**config.mk**
```make
export PLATFORM = sky130hd
export DESIGN_NAME = rxd_chain_mgr
export DESIGN_NICKNAME = d
export VERILOG_FILES = /design/src/rtl/rxd_pkg.sv /design/src/rtl/rxd_cfg_check.sv /design/src/rtl/rxd_desc_store.sv /design/src/rtl/rxd_cursor.sv /design/src/rtl/rxd_chain_mgr.sv
export SDC_FILE = /design/constraint.sdc
export NUM_CORES = 2
export LEC_CHECK = 0
export ABC_CLOCK_PERIOD_IN_PS = 7700
export BUFFER_PORTS_ARGS = -buffer_cell sky130_fd_sc_hd__buf_4
export CAP_MARGIN = 10
export CORE_UTILIZATION = 25
export DETAILED_ROUTE_END_ITERATION = 10
export GPL_ROUTABILITY_DRIVEN = 0
export HOLD_SLACK_MARGIN = 0.08
export PLACE_DENSITY = 0.4
export SLEW_MARGIN = 15
export SYNTH_ARGS = -nofsm -noshare
export SYNTH_HDL_FRONTEND = slang
export SYNTH_SLANG_ARGS = --single-unit
```
**constraint.sdc**
```tcl
create_clock -name clk -period 7.7 [get_ports clk]
set_clock_uncertainty 0.1 [all_clocks]
set_input_delay 0.77 -clock clk [delete_from_list [all_inputs] [get_ports clk]]
set_output_delay 0.77 -clock clk [all_outputs]
set_load 0.05 [all_outputs]
```
**src/rtl/rxd_pkg.sv**
```systemverilog
package rxd_pkg;

    localparam int ADDR_W      = 32;
    localparam int SIZE_W      = 12;
    localparam int SIZE_MAX    = (1 << SIZE_W) - 1;
    localparam int DESC_STRIDE = 12;

    typedef enum logic [1:0] {
        ST_VALID   = 2'd0,
        ST_WAITING = 2'd1,
        ST_NULL    = 2'd2
    } rxd_status_e;

    typedef struct packed {
        logic [SIZE_W-1:0] size;
        logic [SIZE_W-1:0] length;
        logic              eof;
        logic              owner;
        logic [ADDR_W-1:0] buf_ptr;
        logic [ADDR_W-1:0] next_ptr;
    } rxd_desc_t;

    typedef struct packed {
        logic              valid;
        rxd_status_e       status;
        logic [ADDR_W-1:0] addr;
    } rxd_resp_t;

    function automatic logic [ADDR_W-1:0] slot_addr(input logic [ADDR_W-1:0] base,
                                                     input logic [ADDR_W-1:0] idx);
        return base + idx * ADDR_W'(DESC_STRIDE);
    endfunction

endpackage

```
**src/rtl/rxd_cfg_check.sv**
```systemverilog
module rxd_cfg_check
    import rxd_pkg::*;
#(
    parameter int MAX_DESC       = 16,
    parameter int BYTES_PER_CONV = 2,
    parameter int EOF_NUM_W      = 12,
    parameter int CNT_W          = 5
) (
    input  logic [ADDR_W-1:0]    base,
    input  logic [EOF_NUM_W-1:0] eof_num,
    input  logic [CNT_W-1:0]     count,
    output logic                 ok,
    output logic [SIZE_W-1:0]    size
);
    localparam int PROD_W = EOF_NUM_W + 8;
    localparam bit POW2   = (BYTES_PER_CONV & (BYTES_PER_CONV - 1)) == 0;

    logic [PROD_W-1:0] prod;

    generate
        if (POW2) begin : g_shift
            assign prod = PROD_W'(eof_num) << $clog2(BYTES_PER_CONV);
        end else begin : g_mult
            assign prod = PROD_W'(eof_num) * PROD_W'(BYTES_PER_CONV);
        end
    endgenerate

    always_comb begin
        ok = (base[1:0] == 2'b00)
          && (prod[1:0] == 2'b00)
          && (prod != '0)
          && (prod <= PROD_W'(SIZE_MAX))
          && (count != '0)
          && (count <= CNT_W'(MAX_DESC));
        size = prod[SIZE_W-1:0];
    end

endmodule

```
**src/rtl/rxd_desc_store.sv**
```systemverilog
module rxd_desc_store
    import rxd_pkg::*;
#(
    parameter int                MAX_DESC  = 16,
    parameter int                IDX_W     = 4,
    parameter int                CNT_W     = 5,
    parameter logic [ADDR_W-1:0] DESC_BASE = 32'h0000_1000
) (
    input  logic              clk,
    input  logic              rst,
    input  logic              init_en,
    input  logic [ADDR_W-1:0] init_base,
    input  logic [SIZE_W-1:0] init_size,
    input  logic [CNT_W-1:0]  init_count,
    input  logic [IDX_W-1:0]  rd_idx,
    output rxd_desc_t         rd_desc,
    input  logic [IDX_W-1:0]  cur_idx,
    output logic [ADDR_W-1:0] cur_next
);
    rxd_desc_t slots [MAX_DESC];

    generate
        for (genvar g = 0; g < MAX_DESC; g++) begin : g_slot
            rxd_desc_t slot_q;
            logic      in_chain;
            logic      is_last;

            assign in_chain = ADDR_W'(g) < ADDR_W'(init_count);
            assign is_last  = ADDR_W'(g + 1) == ADDR_W'(init_count);

            always_ff @(posedge clk) begin
                if (rst) begin
                    slot_q <= '0;
                end else if (init_en && in_chain) begin
                    slot_q.size     <= init_size;
                    slot_q.length   <= '0;
                    slot_q.eof      <= 1'b0;
                    slot_q.owner    <= 1'b1;
                    slot_q.buf_ptr  <= init_base + ADDR_W'(g) * ADDR_W'(init_size);
                    slot_q.next_ptr <= is_last ? '0 : slot_addr(DESC_BASE, ADDR_W'(g + 1));
                end
            end

            assign slots[g] = slot_q;
        end
    endgenerate

    always_ff @(posedge clk) begin
        if (rst) rd_desc <= '0;
        else     rd_desc <= slots[rd_idx];
    end

    assign cur_next = slots[cur_idx].next_ptr;

endmodule

```
**src/rtl/rxd_cursor.sv**
```systemverilog
module rxd_cursor
    import rxd_pkg::*;
#(
    parameter int                IDX_W     = 4,
    parameter logic [ADDR_W-1:0] DESC_BASE = 32'h0000_1000,
    parameter logic [ADDR_W-1:0] HEAD_ADDR = 32'h0000_0FF4
) (
    input  logic              clk,
    input  logic              rst,
    input  logic              restart,
    input  logic              query,
    input  logic [ADDR_W-1:0] eof_addr,
    input  logic [ADDR_W-1:0] slot_next,
    output logic [IDX_W-1:0]  cur_idx,
    output rxd_resp_t         resp,
    output logic [IDX_W-1:0]  resp_idx
);
    logic              at_head;
    logic              built;
    logic [ADDR_W-1:0] cur_addr;
    logic [ADDR_W-1:0] nxt_ptr;
    logic [IDX_W-1:0]  adv_idx;

    always_comb begin
        cur_addr = at_head ? HEAD_ADDR : slot_addr(DESC_BASE, ADDR_W'(cur_idx));
        nxt_ptr  = at_head ? (built ? DESC_BASE : '0) : slot_next;
        adv_idx  = at_head ? '0 : cur_idx + 1'b1;
    end

    always_ff @(posedge clk) begin
        if (rst) begin
            at_head  <= 1'b1;
            built    <= 1'b0;
            cur_idx  <= '0;
            resp     <= '{valid: 1'b0, status: ST_NULL, addr: '0};
            resp_idx <= '0;
        end else begin
            resp.valid <= 1'b0;
            if (restart) begin
                at_head <= 1'b1;
                built   <= 1'b1;
                cur_idx <= '0;
            end else if (query) begin
                resp.valid <= 1'b1;
                if (nxt_ptr == '0) begin
                    resp.status <= ST_NULL;
                    resp.addr   <= cur_addr;
                    resp_idx    <= cur_idx;
                end else if (cur_addr == eof_addr) begin
                    resp.status <= ST_WAITING;
                    resp.addr   <= cur_addr;
                    resp_idx    <= cur_idx;
                end else begin
                    resp.status <= ST_VALID;
                    resp.addr   <= slot_addr(DESC_BASE, ADDR_W'(adv_idx));
                    resp_idx    <= adv_idx;
                    at_head     <= 1'b0;
                    cur_idx     <= adv_idx;
                end
            end
        end
    end

endmodule

```
**src/rtl/rxd_chain_mgr.sv**
```systemverilog
module rxd_chain_mgr
    import rxd_pkg::*;
#(
    parameter int          MAX_DESC       = 16,
    parameter int          BYTES_PER_CONV = 2,
    parameter int          EOF_NUM_W      = 12,
    parameter logic [31:0] DESC_BASE      = 32'h0000_1000,
    parameter logic [31:0] HEAD_ADDR      = 32'h0000_0FF4,
    localparam int         IDX_W          = $clog2(MAX_DESC),
    localparam int         CNT_W          = $clog2(MAX_DESC + 1)
) (
    input  logic                 clk,
    input  logic                 rst,
    input  logic                 start_valid,
    input  logic [31:0]          start_base,
    input  logic [EOF_NUM_W-1:0] start_eof_num,
    input  logic [CNT_W-1:0]     start_count,
    output logic                 start_err,
    input  logic                 q_valid,
    input  logic [31:0]          eof_addr,
    output logic                 resp_valid,
    output logic [1:0]           resp_status,
    output logic [IDX_W-1:0]     resp_idx,
    output logic [31:0]          resp_addr,
    input  logic [IDX_W-1:0]     rd_idx,
    output logic [11:0]          rd_size,
    output logic [11:0]          rd_length,
    output logic                 rd_eof,
    output logic                 rd_owner,
    output logic [31:0]          rd_buf,
    output logic [31:0]          rd_next
);
    logic              cfg_ok;
    logic [SIZE_W-1:0] cfg_size;
    logic              start_take;
    logic              query_take;
    logic [IDX_W-1:0]  cur_idx;
    logic [ADDR_W-1:0] cur_next;
    rxd_desc_t         rd_desc;
    rxd_resp_t         resp;

    rxd_cfg_check #(
        .MAX_DESC      (MAX_DESC),
        .BYTES_PER_CONV(BYTES_PER_CONV),
        .EOF_NUM_W     (EOF_NUM_W),
        .CNT_W         (CNT_W)
    ) u_cfg (
        .base   (start_base),
        .eof_num(start_eof_num),
        .count  (start_count),
        .ok     (cfg_ok),
        .size   (cfg_size)
    );

    assign start_take = start_valid && cfg_ok;
    assign query_take = q_valid && !start_valid;

    always_ff @(posedge clk) begin
        if (rst) start_err <= 1'b0;
        else     start_err <= start_valid && !cfg_ok;
    end

    rxd_desc_store #(
        .MAX_DESC (MAX_DESC),
        .IDX_W    (IDX_W),
        .CNT_W    (CNT_W),
        .DESC_BASE(DESC_BASE)
    ) u_store (
        .clk       (clk),
        .rst       (rst),
        .init_en   (start_take),
        .init_base (start_base),
        .init_size (cfg_size),
        .init_count(start_count),
        .rd_idx    (rd_idx),
        .rd_desc   (rd_desc),
        .cur_idx   (cur_idx),
        .cur_next  (cur_next)
    );

    rxd_cursor #(
        .IDX_W    (IDX_W),
        .DESC_BASE(DESC_BASE),
        .HEAD_ADDR(HEAD_ADDR)
    ) u_cursor (
        .clk      (clk),
        .rst      (rst),
        .restart  (start_take),
        .query    (query_take),
        .eof_addr (eof_addr),
        .slot_next(cur_next),
        .cur_idx  (cur_idx),
        .resp     (resp),
        .resp_idx (resp_idx)
    );

    assign resp_valid  = resp.valid;
    assign resp_status = resp.status;
    assign resp_addr   = resp.addr;
    assign rd_size     = rd_desc.size;
    assign rd_length   = rd_desc.length;
    assign rd_eof      = rd_desc.eof;
    assign rd_owner    = rd_desc.owner;
    assign rd_buf      = rd_desc.buf_ptr;
    assign rd_next     = rd_desc.next_ptr;

endmodule

```
======== After elaboration in Yosys (flattened, before gate mapping) ========
Cells that the tools add are included.
storage, ports and cells
  bits of input ports ..................... 89
  output and inout port bits .............. 130
  flip-flop bits (word level) ............. 1352
  word-level logic and storage cells ...... 216
cells by class
  reductions and logical operators ........ 34
  add/subtract/negate cells ............... 18
  $mul .................................... 13
  multiplexer cells ....................... 31
  eq/ne operators ......................... 17
  magnitude comparators ................... 20
  bitwise logic cells ..................... 5
operators by type and width
  cell                     number
  $bmux W90 S4             2
  $add A32 B16 Y32         7
  $mux W13                 17
  $mux W90                 2
  $add A32 B15 Y32         4
  $mux W32                 4
  $add A32 B14 Y32         2
  $mul A4 B11 Y15 const A  4
  $mul A3 B11 Y14 const A  4
  $eq A4 B5 Y1 const A     8
  $lt A4 B5 Y1 const A     8
  $mul A2 B11 Y13 const A  3
  $mux W35                 1
  $mux W34                 1
  $mux W33                 1
  $add A32 B12 Y32         1
  $add A32 B13 Y32         1
  $eq A32 B32 Y1           1
  $logic_not A32 Y1        1
  $add A13 B8 Y14 const A  2
  $logic_and A1 B1 Y1      24
  $eq A3 B5 Y1 const A     4
  $lt A3 B5 Y1 const A     4
  $reduce_bool A20 Y1      1
  other kinds (19)         31

======== Longest topological paths before layout ========
  depth in word-level cells ............... 9
  mapped depth ............................ 24
  gate-level depth less buffers ........... 21

======== Cells and area by module ========
A second synthesis with hierarchy kept.
second synthesis, totals
  cell total of the unflattened synthesis .. 6247
  area, all modules ....................... 53602.7 µm²
modules (own cells, without submodules)
  module          seq. area each (µm²)  cells each  area each (µm²)  times used
  rxd_desc_store  15775.1               6011        51639.5          1
  rxd_cursor      420.4                 212         1774.2           1
  rxd_cfg_check   0.0                   20          142.6            1
  rxd_chain_mgr   20.0                  4           46.3             1

======== Worst setup path after synthesis ========
OpenSTA, ideal clock, no wires.
  path type ............................... input to register
  from .................................... input port start_eof_num[1]
  to ...................................... register u_store.g_slot[13].slot_q[63] (netlist bit)
  path buffers ............................ 3
  setup slack ............................. 2098 ps
  data required time ...................... 7509 ps
  arrival time ............................ 5411 ps
  library setup time ...................... 91 ps
  stages .................................. 24
  cell sequence ........................... clkbuf_1 -> clkbuf_1 -> inv_1 -> ha_1 -> ha_1 -> ha_1 -> inv_1 -> fa_1 -> nor2b_1 -> o21ai_0 -> a21boi_0 -> o21ai_0 -> a21oi_1 -> o21ai_0 -> mux2i_1 -> nand2_1 -> ha_1 -> a21o_1 -> a21oi_1 -> o211ai_1 -> o211a_1 -> buf_2 -> a31o_2 -> a311oi_1
on the way
  word-level cells in the longest chain between the ends .. 7
ends and longest elaborated chain
  element                                                                   line                  RTL
  from (decl)                                                               rxd_chain_mgr.sv:16   input logic [EOF_NUM_W-1:0] start_eof_num,
  parallel branches: the longest is 7 deep, another holds $add A32 B16 Y32  -
  to (decl)                                                                 rxd_desc_store.sv:24  rxd_desc_t slot_q;
Several ways; the timed one is not identified.
A chain may end at the register's enable or synchronous reset.

======== Worst setup path after layout ========
  from .................................... input port start_eof_num[2]
  to ...................................... register u_store.g_slot[15].slot_q[50] (netlist bit)
on the way
  word-level cells in the longest chain between the ends .. 7
ends and longest elaborated chain
  element                                                                   line
  parallel branches: the longest is 7 deep, another holds $add A32 B16 Y32  -
  to (decl)                                                                 rxd_desc_store.sv:24
Several ways; the timed one is not identified.

==> flow_summary_export.csv <==
group,metric,value,unit
clock_network,ctsHtreeMaxLevel,3,
timing,final-setup-viol-count,0,
detailed_routing,post-route-drc-count,0,
power_and_ir_drop,worst_ir_drop_vdd,0.188,mV
worst_setup_path,cp_cell_sequence,"buf_4 -> fa_1 -> xor2_1 -> ha_1 -> ha_1 -> a31o_2 -> a21oi_1 -> o21bai_1 -> a41o_1 -> o41ai_1 -> o21ba_2 -> o21bai_1 -> xor2_1 -> ha_1 -> nand3_1 -> o22a_1 -> o21ai_0 -> o21a_1 -> mux2_2 -> a221oi_1",
power_and_ir_drop,net-switching-power,4.60,mW
synthesis,postSynth.topFlopCell,"sky130_fd_sc_hd__dfxtp_1",
global_routing,first_global_vias,40600,
clock_network,hold_bufs_inserted_after_cts,0,
global_routing,overall_fraction_of_global_route_tracks_in_use,20.4,%
power_and_ir_drop,p_comb_share,30.5,%
synthesis,synth.area.top_cells,"sky130_fd_sc_hd__dfxtp_1, sky130_fd_sc_hd__mux4_2, sky130_fd_sc_hd__ha_1, sky130_fd_sc_hd__nand2_1, sky130_fd_sc_hd__a21oi_1",
worst_setup_path,cpMostUsedCell,"sky130_fd_sc_hd__ha_1",
worst_setup_path,slowest_stage,"sky130_fd_sc_hd__fa_1",
synthesis,synth_cell_types,100,
clock_network,cts.sinks,793,
synthesis,synth_edf_count,0,
power_and_ir_drop,static_leakage,20.3,nW
run_status,status,"complete, no violations",
floorplanning,core_area,195000,µm²
clock_network,postCtsResizedCells,0,
timing,setup_tns,0,ns
final_layout,fin_area,56300,µm²
clock_network,cts_post_setup_buffers_inserted,0,
global_routing,antenna_found_initial,9,
clock_network,number_of_buffers_added_by_the_clock_tree_synthesis_step,98,
worst_setup_path,timing.setup.critical_path_class,"primary input to flip-flop",
timing,maxClockFrequency,175,MHz
power_and_ir_drop,power_frac_clock,37.8,%
timing,final_hold_viol_count,0,
placement,numPortBuffers,158,
floorplanning,dieHeight,446,µm
final_layout,reg_area,15900,µm²
detailed_routing,vias,42700,
synthesis,yosysTopAreaCell,"sky130_fd_sc_hd__dfxtp_1",
clock_network,clock-root-buffer,"sky130_fd_sc_hd__clkbuf_16",
detailed_routing,final_routed_wire_length_divided_by_cell_count,24.8,µm
final_layout,layout-drive-gt1-share,12.6,%
global_routing,grt_overflow_total,0,
placement,dp_worst_setup_slack,1.27,ns
synthesis,fraction_of_registers_with_async_set_or_reset_after_synthesis,0,%
floorplanning,start_util,25.2,%
synthesis,synthesis.area,49300,µm²
placement,detailedPlacementHpwl,142000,µm
synthesis,synth-seq-area-share,32.2,%
timing,slew_headroom,16.8,%
placement,post_place_instance_area,52900,µm²
final_layout,area_taken_by_multi_input_logic_gates,31200,µm²
power_and_ir_drop,design_power_total,13.1,mW
detailed_routing,finalWirelength,207000,µm
clock_network,clock_path_buffers,3,
timing,grt_setup_unrepaired,"no",
floorplanning,num_io_pins,219,
detailed_routing,drt_iter0_drcs,3365,
global_routing,grt_first_pass_wirelength,298000,µm
worst_setup_path,timing.critical_path.from_type,"primary input",
final_layout,areaGrowthSynthToFinish,14.2,%
synthesis,syn-instance-count,5720,
hold_path,min-delay-path-class,"primary input to flip-flop",
final_layout,fill_count,20800,
detailed_routing,detail_route.vias_per_cell,5.10,
clock_network,tritoncts,"yes",
clock_network,clk_latency,0.75,ns
timing,tightest_slew,1.24,ns
timing,final_max_slew_viol_count,0,
clock_network,cts.clk_slew.worst_paths,0.06,ns
power_and_ir_drop,power.density,233,nW/µm²
worst_setup_path,critPathMaxFanout,30,
timing,final_critical_delay_including_setup_and_external_delays,5.72,ns
worst_setup_path,cp.required,8.24,ns
final_layout,num-nets-final,6095,
synthesis,avgSynthCellArea,8.62,µm²
synthesis,yosys.area.top_type_share,32.2,%
floorplanning,row_count,162,
floorplanning,fp.dieArea,199000,µm²
detailed_routing,firstDrtPassIters,5,
detailed_routing,antenna_left,0,
worst_setup_path,cp_max_stage_delay,0.58,ns
global_routing,grt_max_degree,180,
flow_run,max_cap_viol_count,0,
synthesis,ys.warnings.count,0,
worst_setup_path,worst-endpoint-arrival,6.26,ns
power_and_ir_drop,switching_share,35.1,%
synthesis,synth_seq_cells,793,
power_and_ir_drop,seqPwrFrac,31.7,%
timing,post-route-worst-setup-slack,1.98,ns
power_and_ir_drop,p_int,8.51,mW
worst_setup_path,type_of_destination_of_the_critical_path,"flip-flop",
floorplanning,width_of_the_die,446,µm
timing,period_share,74.2,%
-- kinds of logic (layout without fill, tap and decap cells) --
family / count (synthesis) / after routing / synth area share (%)
and+or+nand+nor: 1892 / 1892 / 16.8
AOI/OAI and AO/OA: 1433 / 1433 / 18.2
DFF: 793 / 793 / 32.2
buffers and inverters: 611 / 574 / 5.39
xor gates and xnor gates: 400 / 400 / 7.11
adders and majority gates: 342 / 342 / 9.52
muxes: 248 / 248 / 10.8
other: 1 / 64 / 0.00761
-- flip-flops by register name, indices dropped and copies added (netlist names) --
register and cells:
start_err 1, u_cursor.at_head 1, u_cursor.built 1, u_cursor.cur_idx 4, u_cursor.resp 11, u_cursor.resp_idx 4
u_store.g_slot.slot_q 720, u_store.rd_desc 51
-- metrics by stage --
step	util (%)	hold slack, ns	instances
2_1_floorplan	-	0.329	5779
3_3_place_gp	27.1	0.336	8188
3_5_place_dp	27.1	0.342	8188
4_1_cts	28.8	0.225	8366
5_1_grt	28.8	0.271	8367
6_report	28.8	0.268	8370
-- worst max-delay path, delay by kind of cell --
family          cells  cell delay (ns)
buf+inv             1             0.42
mux                 1             0.38
compound gates     11             2.51
fa+ha+maj           4             1.52
simple gates        1             0.13
xor+xnor            2             0.46
-- per-layer routing --
metal / wire [µm] / up-vias / GRT usage, % / part of all wire, %
met4: 4970 / 0 / 5.00 / 2.4
li1: - / 20000 / - / -
met5: 0 / - / 0 / 0
met3: 10500 / 201 / 2.83 / 5.1
met2: 95600 / 1048 / 32.9 / 46
met1: 96200 / 21400 / 28.4 / 46
-- layout by cell type (no fill, tap or decap), drive strengths merged, types with 84 or more instances in the layout --
cell type | synthesis | routed
nand2 | 929 | 929
dfxtp | 793 | 793
a21oi | 629 | 629
nor2 | 441 | 441
ha | 287 | 287
xnor2 | 252 | 252
buf | 185 | 244
mux4 | 225 | 225
o21ai | 223 | 223
a211oi | 166 | 166
inv | 152 | 155
xor2 | 148 | 148
clkbuf | 274 | 146
nand3 | 127 | 127
a21o | 84 | 84
-- final cells by class --
type	instances	share of cell area (%)
multi-input cells	4375	55.5
flip-flops and latches	793	28.2
well taps	2624	5.83
clock buffers	146	5.12
repair buffers	244	3.43
inverters	152	1.02
clock inverters	32	0.885
diodes	4	0.0178
-- path summary, 6_finish.rpt --
check | from | to | slack [ns] | cells after the start
max | start_eof_num[2] | u_store.g_slot[15].slot_q[50]$_SDFFE_PP0P_ | 1.98 | 20
min | start_valid | start_err$_SDFF_PP0_ | 0.27 | 3
max reg2reg | u_cursor.cur_idx[0]$_SDFFE_PP0P_ | u_cursor.resp[2]$_SDFFE_PP0P_ | 4.18 | 11
min reg2reg | u_store.g_slot[6].slot_q[84]$_SDFFE_PP0P_ | u_store.g_slot[6].slot_q[84]$_SDFFE_PP0P_ | 0.35 | 2
-- Yosys cell counts, types with 68 or more instances --
library cell and n:
sky130_fd_sc_hd__a211oi_1 166, sky130_fd_sc_hd__a21o_1 84, sky130_fd_sc_hd__a21oi_1 627, sky130_fd_sc_hd__buf_4 68
sky130_fd_sc_hd__clkbuf_1 272, sky130_fd_sc_hd__dfxtp_1 793, sky130_fd_sc_hd__ha_1 287, sky130_fd_sc_hd__inv_1 149
sky130_fd_sc_hd__mux4_2 225, sky130_fd_sc_hd__nand2_1 926, sky130_fd_sc_hd__nand3_1 126, sky130_fd_sc_hd__nor2_1 434
sky130_fd_sc_hd__nor3_1 71, sky130_fd_sc_hd__o21ai_0 208, sky130_fd_sc_hd__xnor2_1 252, sky130_fd_sc_hd__xor2_1 148
-- power groups by stage --
stage | clock, mW | combinational (mW) | sequential (mW)
final | 4.96 | 3.99 | 4.16
after global routing | 5.23 | 4.34 | 4.16
after CTS | 5.07 | 3.97 | 4.16
after detailed placement | 0 | 3.94 | 4.25
after global placement | 0 | 3.95 | 4.25
after floorplan | 0 | 2.79 | 4.26
Note: power is estimated with default switching activity, not from simulation.
